## src/rtl/evt_irq_pkg.sv

```systemverilog
`timescale 1ns/1ps
package evt_irq_pkg;
  localparam int DATA_W = 8;
  localparam int REG_AW = 3;

  typedef enum logic [1:0] {
    SRC_CPU  = 2'd0,
    SRC_LINE = 2'd1,
    SRC_PPU  = 2'd2,
    SRC_WR   = 2'd3
  } src_e;

  typedef enum logic [1:0] {
    DIR_HOLD = 2'd0,
    DIR_UP   = 2'd1,
    DIR_DOWN = 2'd2,
    DIR_FRZ  = 2'd3
  } dir_e;

  localparam logic [REG_AW-1:0] OFF_EN   = 3'd0;
  localparam logic [REG_AW-1:0] OFF_MODE = 3'd1;
  localparam logic [REG_AW-1:0] OFF_OFF  = 3'd2;
  localparam logic [REG_AW-1:0] OFF_ON   = 3'd3;
  localparam logic [REG_AW-1:0] OFF_PRE  = 3'd4;
  localparam logic [REG_AW-1:0] OFF_CNT  = 3'd5;
  localparam logic [REG_AW-1:0] OFF_KEY  = 3'd6;
endpackage

```

## src/rtl/evt_irq_regs.sv

```systemverilog
`timescale 1ns/1ps
module evt_irq_regs
  import evt_irq_pkg::*;
#(
  parameter int DW = DATA_W,
  parameter int AW = REG_AW
) (
  input  logic          clk_i,
  input  logic          rst_ni,
  input  logic          we_i,
  input  logic [AW-1:0] addr_i,
  input  logic [DW-1:0] wdata_i,
  output src_e          src_o,
  output logic          short_o,
  output dir_e          dir_o,
  output logic          en_o,
  output logic          clr_o,
  output logic          pre_ld_o,
  output logic          cnt_ld_o,
  output logic [DW-1:0] ld_val_o
);
  src_e          src_q;
  dir_e          dir_q;
  logic          short_q;
  logic          en_q;
  logic [DW-1:0] key_q;

  always_ff @(posedge clk_i or negedge rst_ni) begin
    if (!rst_ni) begin
      src_q   <= SRC_CPU;
      dir_q   <= DIR_HOLD;
      short_q <= 1'b0;
      en_q    <= 1'b0;
      key_q   <= '0;
    end else if (we_i) begin
      unique case (addr_i)
        OFF_MODE: begin
          src_q   <= src_e'(wdata_i[1:0]);
          short_q <= wdata_i[2];
          dir_q   <= dir_e'(wdata_i[7:6]);
        end
        OFF_EN:  en_q  <= wdata_i[0];
        OFF_OFF: en_q  <= 1'b0;
        OFF_ON:  en_q  <= 1'b1;
        OFF_KEY: key_q <= wdata_i;
        default: ; // offset 7 and counter loads: no register here
      endcase
    end
  end

  assign src_o    = src_q;
  assign short_o  = short_q;
  assign dir_o    = dir_q;
  assign en_o     = en_q;
  assign clr_o    = we_i && ((addr_i == OFF_OFF) || (addr_i == OFF_EN && !wdata_i[0]));
  assign pre_ld_o = we_i && (addr_i == OFF_PRE);
  assign cnt_ld_o = we_i && (addr_i == OFF_CNT);
  assign ld_val_o = wdata_i ^ key_q;
endmodule

```

## src/rtl/evt_irq_tick.sv

```systemverilog
`timescale 1ns/1ps
module evt_irq_tick
  import evt_irq_pkg::*;
#(
  parameter int PAW        = 14,
  parameter int PEND_W     = 6,
  parameter int LINE_TICKS = 8,
  parameter int PPU_TICKS  = 2
) (
  input  logic           clk_i,
  input  logic           rst_ni,
  input  src_e           src_i,
  input  logic           cpu_cycle_i,
  input  logic           line_i,
  input  logic           ppu_rd_i,
  input  logic [PAW-1:0] ppu_addr_i,
  input  logic           cpu_wr_i,
  output logic           tick_o
);
  localparam int SW = PEND_W + 1;
  localparam logic [SW-1:0] PEND_MAX = SW'((1 << PEND_W) - 1);

  logic [PEND_W-1:0] pend_q, pend_d;
  logic [PAW-1:0]    last_q;
  logic [SW-1:0]     n_ev, sum_w;

  always_comb begin
    n_ev = '0;
    unique case (src_i)
      SRC_CPU:  if (cpu_cycle_i) n_ev = SW'(1);
      SRC_LINE: if (line_i) n_ev = SW'(LINE_TICKS);
      SRC_PPU:  if (ppu_rd_i && ppu_addr_i != last_q) n_ev = SW'(PPU_TICKS);
      default:  if (cpu_wr_i) n_ev = SW'(1);
    endcase
  end

  assign tick_o = (pend_q != '0) || (n_ev != '0);
  assign sum_w  = {1'b0, pend_q} + n_ev - {{(SW-1){1'b0}}, tick_o};
  assign pend_d = (sum_w > PEND_MAX) ? PEND_MAX[PEND_W-1:0] : sum_w[PEND_W-1:0];

  always_ff @(posedge clk_i or negedge rst_ni) begin
    if (!rst_ni) begin
      pend_q <= '0;
      last_q <= '0;
    end else begin
      pend_q <= pend_d;
      if (src_i == SRC_PPU && ppu_rd_i) last_q <= ppu_addr_i;
    end
  end

  // a scanline into an empty queue leaves the remaining ticks pending
  a_r3_line_burst: assert property (@(posedge clk_i) disable iff (!rst_ni)
    (src_i == SRC_LINE && line_i && pend_q == '0) |=> pend_q == PEND_W'(LINE_TICKS - 1));

  // a repeated PPU address adds nothing to an empty queue
  a_r4_ppu_repeat: assert property (@(posedge clk_i) disable iff (!rst_ni)
    (src_i == SRC_PPU && ppu_rd_i && ppu_addr_i == last_q && pend_q == '0) |-> !tick_o);
endmodule

```

## src/rtl/evt_irq_pre.sv

```systemverilog
`timescale 1ns/1ps
module evt_irq_pre
  import evt_irq_pkg::*;
#(
  parameter int W       = DATA_W,
  parameter int SHORT_W = 3
) (
  input  logic         clk_i,
  input  logic         rst_ni,
  input  logic         tick_i,
  input  dir_e         dir_i,
  input  logic         short_i,
  input  logic         ld_i,
  input  logic [W-1:0] ld_val_i,
  output logic         carry_o
);
  localparam logic [W-1:0] MASK_S = W'((1 << SHORT_W) - 1);
  localparam logic [W-1:0] MASK_L = '1;

  logic [W-1:0] pre_q, pre_nxt, mask;
  logic         up, run;

  assign up      = (dir_i == DIR_UP);
  assign run     = up || (dir_i == DIR_DOWN);
  assign mask    = short_i ? MASK_S : MASK_L;
  assign pre_nxt = up ? pre_q + 1'b1 : pre_q - 1'b1;
  assign carry_o = tick_i && run && !ld_i &&
                   ((pre_nxt & mask) == (up ? '0 : mask));

  always_ff @(posedge clk_i or negedge rst_ni) begin
    if (!rst_ni)              pre_q <= '0;
    else if (ld_i)            pre_q <= ld_val_i;
    else if (tick_i && run)   pre_q <= pre_nxt;
  end

  // a frozen direction leaves the prescaler untouched
  a_r5_frozen: assert property (@(posedge clk_i) disable iff (!rst_ni)
    (!run && !ld_i) |=> $stable(pre_q));

  // a load stores the scrambled value from the register stage
  a_r9_pre_load: assert property (@(posedge clk_i) disable iff (!rst_ni)
    ld_i |=> pre_q == $past(ld_val_i));
endmodule

```

## src/rtl/evt_irq_main.sv

```systemverilog
`timescale 1ns/1ps
module evt_irq_main
  import evt_irq_pkg::*;
#(
  parameter int W = DATA_W
) (
  input  logic         clk_i,
  input  logic         rst_ni,
  input  logic         carry_i,
  input  dir_e         dir_i,
  input  logic         ld_i,
  input  logic [W-1:0] ld_val_i,
  input  logic         en_i,
  input  logic         clr_i,
  output logic         irq_o
);
  logic [W-1:0] cnt_q, cnt_nxt;
  logic         up, wrap, irq_q;

  assign up      = (dir_i == DIR_UP);
  assign cnt_nxt = up ? cnt_q + 1'b1 : cnt_q - 1'b1;
  assign wrap    = carry_i && !ld_i && (up ? (cnt_nxt == '0) : (cnt_nxt == '1));

  always_ff @(posedge clk_i or negedge rst_ni) begin
    if (!rst_ni) begin
      cnt_q <= '0;
      irq_q <= 1'b0;
    end else begin
      if (ld_i)         cnt_q <= ld_val_i;
      else if (carry_i) cnt_q <= cnt_nxt;
      if (clr_i)             irq_q <= 1'b0;
      else if (wrap && en_i) irq_q <= 1'b1;
    end
  end

  assign irq_o = irq_q;

  // request is a held level
  a_r8_irq_hold: assert property (@(posedge clk_i) disable iff (!rst_ni)
    (irq_q && !clr_i) |=> irq_q);

  // a clearing write drops the request
  a_r10_clear: assert property (@(posedge clk_i) disable iff (!rst_ni)
    clr_i |=> !irq_q);

  // no request rises without the enable
  a_r8_need_en: assert property (@(posedge clk_i) disable iff (!rst_ni)
    (!irq_q && !en_i) |=> !irq_q);
endmodule

```

## src/rtl/evt_irq_timer.sv

```systemverilog
`timescale 1ns/1ps
module evt_irq_timer
  import evt_irq_pkg::*;
#(
  parameter int DW     = DATA_W,
  parameter int AW     = REG_AW,
  parameter int PAW    = 14,
  parameter int PEND_W = 6
) (
  input  logic           clk_i,
  input  logic           rst_ni,
  input  logic           reg_we_i,
  input  logic [AW-1:0]  reg_addr_i,
  input  logic [DW-1:0]  reg_wdata_i,
  input  logic           cpu_cycle_i,
  input  logic           line_evt_i,
  input  logic           ppu_rd_i,
  input  logic [PAW-1:0] ppu_addr_i,
  input  logic           cpu_wr_i,
  output logic           irq_o
);
  src_e          src;
  dir_e          dir;
  logic          short_pre, en, clr, pre_ld, cnt_ld, tick, carry;
  logic [DW-1:0] ld_val;

  evt_irq_regs #(.DW(DW), .AW(AW)) u_regs (
    .clk_i, .rst_ni,
    .we_i(reg_we_i), .addr_i(reg_addr_i), .wdata_i(reg_wdata_i),
    .src_o(src), .short_o(short_pre), .dir_o(dir), .en_o(en),
    .clr_o(clr), .pre_ld_o(pre_ld), .cnt_ld_o(cnt_ld), .ld_val_o(ld_val)
  );

  evt_irq_tick #(.PAW(PAW), .PEND_W(PEND_W)) u_tick (
    .clk_i, .rst_ni, .src_i(src),
    .cpu_cycle_i, .line_i(line_evt_i), .ppu_rd_i, .ppu_addr_i, .cpu_wr_i,
    .tick_o(tick)
  );

  evt_irq_pre #(.W(DW)) u_pre (
    .clk_i, .rst_ni, .tick_i(tick), .dir_i(dir), .short_i(short_pre),
    .ld_i(pre_ld), .ld_val_i(ld_val), .carry_o(carry)
  );

  evt_irq_main #(.W(DW)) u_main (
    .clk_i, .rst_ni, .carry_i(carry), .dir_i(dir),
    .ld_i(cnt_ld), .ld_val_i(ld_val), .en_i(en), .clr_i(clr), .irq_o
  );
endmodule

```

## config.mk

```make
export PLATFORM = sky130hd
export DESIGN_NAME = evt_irq_timer
export DESIGN_NICKNAME = d
export VERILOG_FILES = /design/src/rtl/evt_irq_pkg.sv /design/src/rtl/evt_irq_regs.sv /design/src/rtl/evt_irq_tick.sv /design/src/rtl/evt_irq_pre.sv /design/src/rtl/evt_irq_main.sv /design/src/rtl/evt_irq_timer.sv
export SDC_FILE = /design/constraint.sdc
export NUM_CORES = 1
export LEC_CHECK = 0
export CAP_MARGIN = 20
export CORE_ASPECT_RATIO = 1.5
export CORE_MARGIN = 5
export CORE_UTILIZATION = 55
export DETAILED_ROUTE_END_ITERATION = 10
export PLACE_DENSITY_LB_ADDON = 0.15
export SLEW_MARGIN = 5
export SYNTH_ARGS = -nofsm -noshare
export SYNTH_HDL_FRONTEND = slang
export SYNTH_SLANG_ARGS = --single-unit
```

## constraint.sdc

```tcl
create_clock -name clk_i -period 4.7 [get_ports clk_i]
set_input_delay 0.94 -clock clk_i [delete_from_list [all_inputs] [get_ports clk_i]]
set_output_delay 0.94 -clock clk_i [all_outputs]
set_load 0.1 [all_outputs]
```

-- Yosys cells after proc, flatten, opt, wreduce, memory -nomap -nowiden
Cells that the tools add are included.
- input port bits: 32
- word-level logic and storage cells: 80
- output and inout bits: 1
- register bits after elaboration: 51
- $add $sub $neg: 6
- equal/unequal tests: 13
- reductions and logical operators: 30
- magnitude comparators: 1
- bitwise logic cells: 2
- mux-type cells: 18
- operator list (cell ; count):
    2-to-1 mux 8 bit ; 8
    case mux 7 bit (3 select lines) ; 1
    adder 8 x 1 -> 8 bit, second input constant ; 2
    subtractor 8 x 1 -> 8 bit, second input constant ; 2
    != test 14 bit ; 1
    logical AND 1 bit ; 12
    == test 3 bit, second input constant ; 3
    bitwise AND 8 bit ; 1
    == test 8 bit ; 1
    == test 8 bit, second input constant ; 1
    logical NOT 8 bit ; 1
    XOR 8 bit ; 1
    adder 6 x 7 -> 7 bit ; 1
    > comparator 7 x 6 -> 1 bit, second input constant ; 1
    nonzero test 7 bit ; 1
    subtractor 7 x 1 -> 7 bit ; 1
    == test 3 x 2 -> 1 bit, second input constant ; 2
    2-to-1 mux 6 bit ; 1
    AND reduction 2 bit ; 3
    nonzero test 2 bit ; 3
    nonzero test 6 bit ; 1
    2-to-1 mux 1 bit ; 5
    == test 2 x 1 -> 1 bit, second input constant ; 2
    == test 2 bit, second input constant ; 2
    9 further kinds ; 13

-- Depth between registers and ports, before layout
Gate-level depths: netlist of the first run.
- depth in word-level cells: 14
- mapped depth: 17
- gate-level depth less buffers: 17

-- Modules after synthesis
A second synthesis of the first run with hierarchy kept.
- cell total of the unflattened synthesis: 341
- area total of the unflattened synthesis: 3543.4 µm²
- by module, submodules not included (module ; instances ; sequential area each (µm²) ; area each (µm²) ; cells each):
    evt_irq_tick ; 1 ; 500.5 ; 1283.7 ; 118
    evt_irq_main ; 1 ; 225.2 ; 852.1 ; 96
    evt_irq_pre ; 1 ; 200.2 ; 750.7 ; 80
    evt_irq_regs ; 1 ; 350.3 ; 656.9 ; 47

-- Worst setup path after synthesis of the first run
No wires, ideal clock.
- kind: input to register
- start: in ppu_addr_i[5]
- end: reg u_tick.pend_q[4]
- path buffers: 0
- data arrival time: 3.461 ns
- slack: 1.093 ns
- cell stages on the path: 17
- setup time: 0.146 ns
- required time: 4.554 ns
- cell sequence: xor2_1 -> nor4_1 -> nand4_1 -> nand2b_1 -> nand3_1 -> ha_1 -> inv_1 -> ha_1 -> fa_1 -> a21o_1 -> a21oi_1 -> nor2b_1 -> nor2_1 -> nor2_1 -> nor2_1 -> xnor2_1 -> o21ai_0
- cells in the longest elaborated chain, start to end: 9
- elaborated cells on any way between the ends: 10
- those cells by class: 2 x add/sub; 1 x order compare; 1 x eq/ne; 3 x mux; 3 x reduce/logical
- RTL lines (what ; RTL line ; RTL):
    from (decl) ; evt_irq_timer.sv:18 ; input logic [PAW-1:0] ppu_addr_i,
    != test 14 bit * ; evt_irq_tick.sv:32 ; SRC_PPU: if (ppu_rd_i && ppu_addr_i != last_q) n_ev = SW'(PPU_TICKS);
    logical AND 1 bit * ; evt_irq_tick.sv:32 ;
    2-to-1 mux 2 bit * ; evt_irq_tick.sv:32 ;
    case mux 7 bit (3 select lines) * ; evt_irq_tick.sv:29 ; unique case (src_i)
    parallel branches: the longest is 2 deep, another holds adder 6 x 7 -> 7 bit ; - ;
    subtractor 7 x 1 -> 7 bit * ; evt_irq_tick.sv:38 ; assign sum_w = {1'b0, pend_q} + n_ev - {{(SW-1){1'b0}}, tick_o};
    > comparator 7 x 6 -> 1 bit ; evt_irq_tick.sv:39 ; assign pend_d = (sum_w > PEND_MAX) ? PEND_MAX[PEND_W-1:0] : sum_w[PEND_W-1:0];
    2-to-1 mux 6 bit * ; evt_irq_tick.sv:39 ;
    named net u_tick.pend_d[4] ; evt_irq_tick.sv:23 ; logic [PEND_W-1:0] pend_q, pend_d;
    to (signal assigned) ; evt_irq_tick.sv:46 ; pend_q <= pend_d;
    to (decl) ; evt_irq_tick.sv:23 ;
Mark *: on every way through the listed nets, which the timed path passes.
A chain may end at the register's enable or synchronous reset.

-- Worst setup path after layout of the first run
Same ends and word-level chain as after synthesis.

==> impl_metrics.csv, run 1 <==
group,metric,value,unit
global_route,antenna_found_initial,0,
setup_path,critPathSlowestCell,"clkdlybuf4s50_1",
clocking,worstSkewPairLatency,0.31,ns
global_route,met2_usage,34.8,%
cells_and_area,fillCellCount,500,
route,drc,0,
clocking,cts_tree,"built",
timing,relSlewSlack,34.5,%
floorplan,die_h,105,µm
synthesis,ys.flop_type,"dfrtp_1",
global_route,grtUsageMet1,20.0,%
clocking,htree_levels,2,
setup_path,path_max_fanout,6,
timing,finClkSkew,0.00965,ns
timing,drv_slew,0,
global_route,grt_max_degree,41,
synthesis,synth_cell_types,47,
route,totalWireLength,6530,µm
setup_path,worstSetupStartpointType,"primary input",
cells_and_area,nets,422,
pwr,p_comb_share,57.0,%
floorplan,pin_count,33,
pwr,pwr_density_cell,623,nW/µm²
setup_path,cpMostUsedCell,"nor2_1",
timing,layout_min_cycle_time,4.17,ns
timing,rsz0062_at_grt,"false",
route,drt_pass1_iterations,4,
timing,worstMarginPinSlew,0.979,ns
cells_and_area,antenna_cells,0,
clocking,cts_buffers,5,
placed_design,globalplace.congestion,0.807,
synthesis,syn-num-nets,384,
global_route,use_met3,3.07,%
clocking,clkTransAtPathRegs,0.10,ns
min_path,hold_path_class,"in -> async",
timing,finalSetupViolCount,0,
synthesis,yosys.area.top_type,"dfrtp_1",
pwr,ir_drop,371,µV
pwr,p_leak,0.00168,µW
floorplan,rows,34,
clocking,cts-root-buf,"clkbuf_8",
setup_path,crit_type,"in -> reg",
pwr,sequentialPowerShare,31.8,%
floorplan,die_x,73.5,µm
route,vias_per_cell,5.63,
global_route,grt_pass1_vias,2585,
route,drtAntennaViolNets,0,
synthesis,netlist_top_cells_area,"dfrtp_1 (38%), ha_1 (9.4%), mux2_2 (8.5%)",
floorplan,initial_core_util,57.0,%
synthesis,synth-edff-count,0,
synthesis,synth-seq-cells,51,
clocking,ctsResizeCount,0,
pwr,clkPwrFrac,11.1,%
global_route,grt_pass1_wl,11300,µm
outcome,outcome,"finished, final reports clean",
pwr,p_sw,998,µW
clocking,post_cts_buffers,0,
global_route,grt_usage,18.3,%
synthesis,synth_top_area_share,38.4,%
synthesis,synth.avg_cell_area,10.3,µm²
synthesis,synth_common_cells,"dfrtp_1 (51), xor2_1 (26), ha_1 (25), mux2_2 (25), nor2_1 (25)",
clocking,cts.sinks,51,
timing,period_share,88.8,%
setup_path,path_cells,"clkdlybuf4s50_1, xor2_1, nor4_1, nand4_1, nand2b_1, nand3_1, ha_1, inv_1, ha_1, fa_1, a21o_1, a21oi_1, nor2b_1, nor2_1, nor2_1, nor2_1, xnor2_1, o21ai_0",
timing,fmax,240,MHz
setup_path,cp.arrival,4.35,ns
cells_and_area,syn_to_final_growth,15.1,%
clocking,clk_path_buf_depth,2,
clocking,ctsHoldBuffers,0,
route,wl_per_cell,15.0,µm
job,maxCapViolations,0,
global_route,grt.overflow.total,0,
route,drt_iter0_markers,71,
pwr,p_int,1390,µW
placed_design,port_buffers,32,
synthesis,yosys_warnings,0,
timing,fin_hold_ws,0.484,ns
global_route,top_usage_layer,"met2",
floorplan,fp.coreArea,5830,µm²
placed_design,dp_hpwl,5190,µm
setup_path,worst_path_largest_cell_delay,0.44,ns
synthesis,synth.most_common_cell,"dfrtp_1",
cells_and_area,drive_gt1_share,12.4,%
synthesis,netlist_area,3320,µm²
setup_path,end_kind,"register",
pwr,sw_frac_of_total,41.9,%
route,vias,2447,
timing,hold_viol,0,
synthesis,yosysSeqAreaShare,38.4,%
synthesis,netlist_instances,324,
floorplan,die-area,7730,µm²
setup_path,cp.required,4.88,ns
synthesis,async_flop_share,100,%
timing,fin_tns_setup,0,ns
final timing paths:
path	from	end	slack, ns	cells past startpoint
setup / recovery	ppu_addr_i[5]	u_tick.pend_q[4]$_DFF_PN0_	0.53	18
hold / removal	rst_ni	u_tick.last_q[13]$_DFFE_PN0P_	0.48	1
setup reg to reg	u_regs.dir_o[1]$_DFFE_PN0P_	u_main.cnt_q[3]$_DFFE_PN0P_	0.82	12
hold reg to reg	u_regs.en_o$_DFFE_PN0P_	u_regs.en_o$_DFFE_PN0P_	0.51	2
max in group asynchronous	rst_ni	u_pre.pre_q[6]$_DFFE_PN0P_	3.42	2
min in group clk_i	u_regs.en_o$_DFFE_PN0P_	u_regs.en_o$_DFFE_PN0P_	0.51	2
power groups by stage:
stage	registers [µW]	logic (µW)	clock network, µW
5_1_grt	784	1540	288
3_5_place_dp	770	1360	0
3_3_place_gp	759	1320	0
4_1_cts	760	1380	271
2_1_floorplan	733	1100	0
6_report	758	1360	266
cell usage in the layout (no fill, tap or decap), types with 2 or more instances in the layout:
cell type,n
mux2_2,25
nor2b_1,3
nor4_1,5
nand3_1,4
o21bai_1,3
dfrtp_1,51
buf_4,4
xor2_1,26
nor3b_1,2
and3_1,2
nand4_1,2
nor3_1,2
clkdlybuf4s50_1,31
fa_1,3
nand2b_1,5
or4_1,2
clkbuf_8,5
inv_1,19
a21oi_1,21
mux2i_1,12
a31oi_1,2
nand3b_1,3
inv_6,2
nand2_1,20
ha_1,25
o31ai_1,2
a211oi_1,4
xnor2_1,15
nor2_1,25
a21o_1,4
o21ai_0,15
sequential cells by signal, indices dropped and copies added (netlist names), 2 cells and up:
name,count
u_main.cnt_q,8
u_pre.pre_q,8
u_regs.dir_o,2
u_regs.key_q,8
u_regs.src_o,2
u_tick.last_q,14
u_tick.pend_q,6
worst max-delay path: cells and delay by family:
family / cells / cell delay, ns
and+or+nand+nor: 8 / 1.13
adders and majority gates: 3 / 0.89
AOI/OAI and AO/OA: 3 / 0.51
buffers and inverters: 2 / 0.47
xor gates and xnor gates: 2 / 0.38
layout make-up:
class / instances / area [µm²] / share of cell area, %
multi-input combinational: 248 / 1950 / 50.9
sequential: 51 / 1280 / 33.4
timing repair buffer: 36 / 345 / 9.03
tap: 72 / 90.1 / 2.35
inverter: 20 / 75.1 / 1.96
clock buffer: 5 / 68.8 / 1.80
clock inverter: 3 / 22.5 / 0.589
through the flow:
stage / instance area (µm²) / worst slack [ns] / total power, µW / instances / util, %
after floorplan: 3320 / 1.09 / 1840 / 324 / -
after global placement: 3730 / 0.301 / 2080 / 427 / 64.1
after detailed placement: 3730 / 0.211 / 2130 / 427 / 64.1
after CTS: 3830 / 0.498 / 2410 / 435 / 65.7
after global routing: 3830 / 0.290 / 2610 / 435 / 65.7
final: 3830 / 0.528 / 2380 / 435 / 65.7
logic make-up after synthesis:
group	share of synthesized area, %
AO/OA/AOI/OAI	11.9
XOR/XNOR	10.8
adder cells (fa/ha/maj)	11.2
buffers and inverters	2.97
flip-flops	38.4
multiplexers	12.5
AND/OR/NAND/NOR	12.2
per-layer routing:
metal  wire [µm]  share of wire [%]
met1        2540                 39
met2        3720                 57
met3         183                2.8
met4          80                1.2
met5           0                  0
Note: power is estimated with default switching activity, not from simulation.
==> run 2: changes to the inputs <==
--- a/config.mk
+++ b/config.mk
@@ -6,9 +6,11 @@
 export NUM_CORES = 1
 export LEC_CHECK = 0
 export CAP_MARGIN = 20
+export CELL_PAD_IN_SITES_DETAIL_PLACEMENT = 0
+export CELL_PAD_IN_SITES_GLOBAL_PLACEMENT = 1
 export CORE_ASPECT_RATIO = 1.5
 export CORE_MARGIN = 5
-export CORE_UTILIZATION = 55
+export CORE_UTILIZATION = 45
 export DETAILED_ROUTE_END_ITERATION = 10
 export PLACE_DENSITY_LB_ADDON = 0.15
 export SLEW_MARGIN = 5
==> run 2 against run 1 <==
Net effect: final area rose by 1.9%; critical path type unchanged; total power rose by 3.1%; critical endpoint unchanged; global-route usage fell by 2.1 points; clock power rose by 25%; sequential power barely moved; first-iteration DRC count rose by 11%; fmax barely moved; clock skew fell by 0.0042 ns.
==> impl_metrics.csv, run 2 (synthesis results as in run 1) <==
group,metric,value,unit
pwr,p_leak,0.00169,µW
placed_design,pre_cts_ws,0.157,ns
timing,worstMarginPinSlew,0.978,ns
route,drtAntennaViolNets,0,
placed_design,port_buffers,32,
global_route,grt.overflow.total,0,
route,drc,0,
cells_and_area,final_cell_mix,"dfrtp_1 (51), clkdlybuf4s50_1 (31), xor2_1 (26)",
clocking,cts-root-buf,"clkbuf_8",
pwr,ir_drop,440,µV
timing,relSlewSlack,34.6,%
pwr,p_comb_share,55.7,%
clocking,clk_path_buf_depth,2,
timing,fmax,240,MHz
setup_path,worstSetupStartpointType,"primary input",
timing,finClkSkew,0.00540,ns
cells_and_area,nets,423,
setup_path,cp.arrival,4.34,ns
clocking,worstSkewPairLatency,0.31,ns
route,totalWireLength,6790,µm
clocking,clkTransAtPathRegs,0.10,ns
timing,fin_hold_ws,0.518,ns
cells_and_area,largest_register,"u_tick.last_q",
placed_design,globalplace.congestion,0.818,
floorplan,die-area,9240,µm²
floorplan,rows,38,
clocking,cts_tree,"built",
cells_and_area,largest_reg_flops,14,
timing,layout_min_cycle_time,4.17,ns
cells_and_area,drive_gt1_share,12.6,%
cells_and_area,layoutNonFillerInstCount,464,
clocking,cts_buffers,5,
timing,hold_viol,0,
pwr,clkPwrFrac,13.5,%
floorplan,initial_core_util,46.0,%
global_route,grt_usage,16.2,%
route,drt_pass1_iterations,4,
floorplan,die_x,80.2,µm
timing,rsz0062_at_grt,"false",
timing,finalSetupViolCount,0,
pwr,sequentialPowerShare,30.7,%
setup_path,crit_type,"in -> reg",
global_route,grt_pass1_vias,2547,
global_route,grt_max_degree,52,
job,maxCapViolations,0,
timing,fin_ws,0.530,ns
clocking,cts.sinks,51,
setup_path,end_kind,"register",
timing,period_share,88.7,%
placed_design,dp_hpwl,5270,µm
global_route,grt_pass1_wl,11600,µm
timing,drv_slew,0,
floorplan,die_h,115,µm
route,vias,2379,
cells_and_area,syn_to_final_growth,17.3,%
clocking,post_cts_buffers,0,
cells_and_area,antenna_cells,0,
route,vias_per_cell,5.13,
placed_design,dp_cells,456,
route,drt_iter0_markers,79,
clocking,ctsHoldBuffers,0,
min_path,hold_path_class,"reg -> reg",
pwr,p_int,1450,µW
clocking,htree_levels,2,
pwr,p_sw,1000,µW
outcome,outcome,"finished, final reports clean",
setup_path,cp.required,4.87,ns
pwr,p_total,2460,µW
clocking,ctsResizeCount,0,
floorplan,fp.coreArea,7230,µm²
floorplan,pin_count,33,
route,wl_per_cell,14.6,µm
timing,fin_tns_setup,0,ns
global_route,antenna_found_initial,0,
setup_path,path_max_fanout,6,
pwr,pwr_density_cell,631,nW/µm²
pwr,sw_frac_of_total,40.9,%
cells_and_area,layout_commonest_cell,"dfrtp_1",
[run 2: cell types whose count changed in the layout (fill, tap and decap cells not counted)]
cell,previous run,this run
clkinv_2,1,0
buf_4,4,5
inv_6,2,1
bufinv_16,0,1
clkbuf_8,5,6
[run 2: worst max-delay path: stages]
cell and delay, ns:
clkdlybuf4s50_1 0.43, xor2_1 0.15, nor4_1 0.37, nand4_1 0.19, nand2b_1 0.13, nand3_1 0.08
ha_1 0.28, inv_1 0.04, ha_1 0.20, fa_1 0.43, a21o_1 0.20, a21oi_1 0.16
nor2b_1 0.08, nor2_1 0.09, nor2_1 0.05, nor2_1 0.10, xnor2_1 0.26, o21ai_0 0.16
[run 2: per-layer routing]
metal / vias to the layer above / GRT usage, % / share of wire, %
li1: 1216 / - / -
met1: 1129 / 17.4 / 40
met2: 26 / 31.1 / 55
met3: 8 / 3.21 / 3.1
met4: 0 / 5.19 / 1.7
met5: - / 0 / 0
[run 2: power groups by stage]
stage | Combinational (µW) | Clock, µW | Sequential, µW
after floorplan | 1100 | 0 | 733
after global placement | 1350 | 0 | 758
after detailed placement | 1370 | 0 | 766
after CTS | 1390 | 344 | 758
after global routing | 1550 | 363 | 784
final | 1370 | 333 | 756
[run 2: metrics by stage]
step	instance area (µm²)	util [%]
final	3900	53.9
after global routing	3900	53.9
after CTS	3900	53.9
after detailed placement	3780	52.3
after global placement	3780	52.3
after floorplan	3320	-
[run 2: cell type report]
cell class | instances | area, µm²
clock buffers | 6 | 82.6
flip-flops and latches | 51 | 1280
fillers | 712 | 3330
well taps | 100 | 125
clock inverters | 2 | 38.8
inverters | 20 | 75.1
multi-input cells | 248 | 1950
repair buffers | 37 | 353
[run 2: worst paths after layout]
| check | start | endpoint | slack, ns | cells past startpoint |
|---|---|---|---|---|
| worst min-delay path | u_regs.en_o$_DFFE_PN0P_ | u_regs.en_o$_DFFE_PN0P_ | 0.52 | 2 |
| worst max register to register | u_regs.dir_o[0]$_DFFE_PN0P_ | u_main.cnt_q[4]$_DFFE_PN0P_ | 1.03 | 11 |
| max in group asynchronous | rst_ni | u_tick.last_q[10]$_DFFE_PN0P_ | 3.52 | 2 |
| worst max-delay path | ppu_addr_i[5] | u_tick.pend_q[4]$_DFF_PN0_ | 0.53 | 18 |
| min in group asynchronous | rst_ni | u_tick.pend_q[5]$_DFF_PN0_ | 0.72 | 2 |
| worst min register to register | u_regs.en_o$_DFFE_PN0P_ | u_regs.en_o$_DFFE_PN0P_ | 0.52 | 2 |
==> run 3: changes to the inputs <==
--- a/config.mk
+++ b/config.mk
@@ -12,6 +12,7 @@
 export CORE_MARGIN = 5
 export CORE_UTILIZATION = 45
 export DETAILED_ROUTE_END_ITERATION = 10
+export GPL_ROUTABILITY_DRIVEN = 0
 export PLACE_DENSITY_LB_ADDON = 0.15
 export SLEW_MARGIN = 5
 export SYNTH_ARGS = -nofsm -noshare
==> results of run 3 <==
No change in the layout: final DEF, timing and power equal those of run 2.
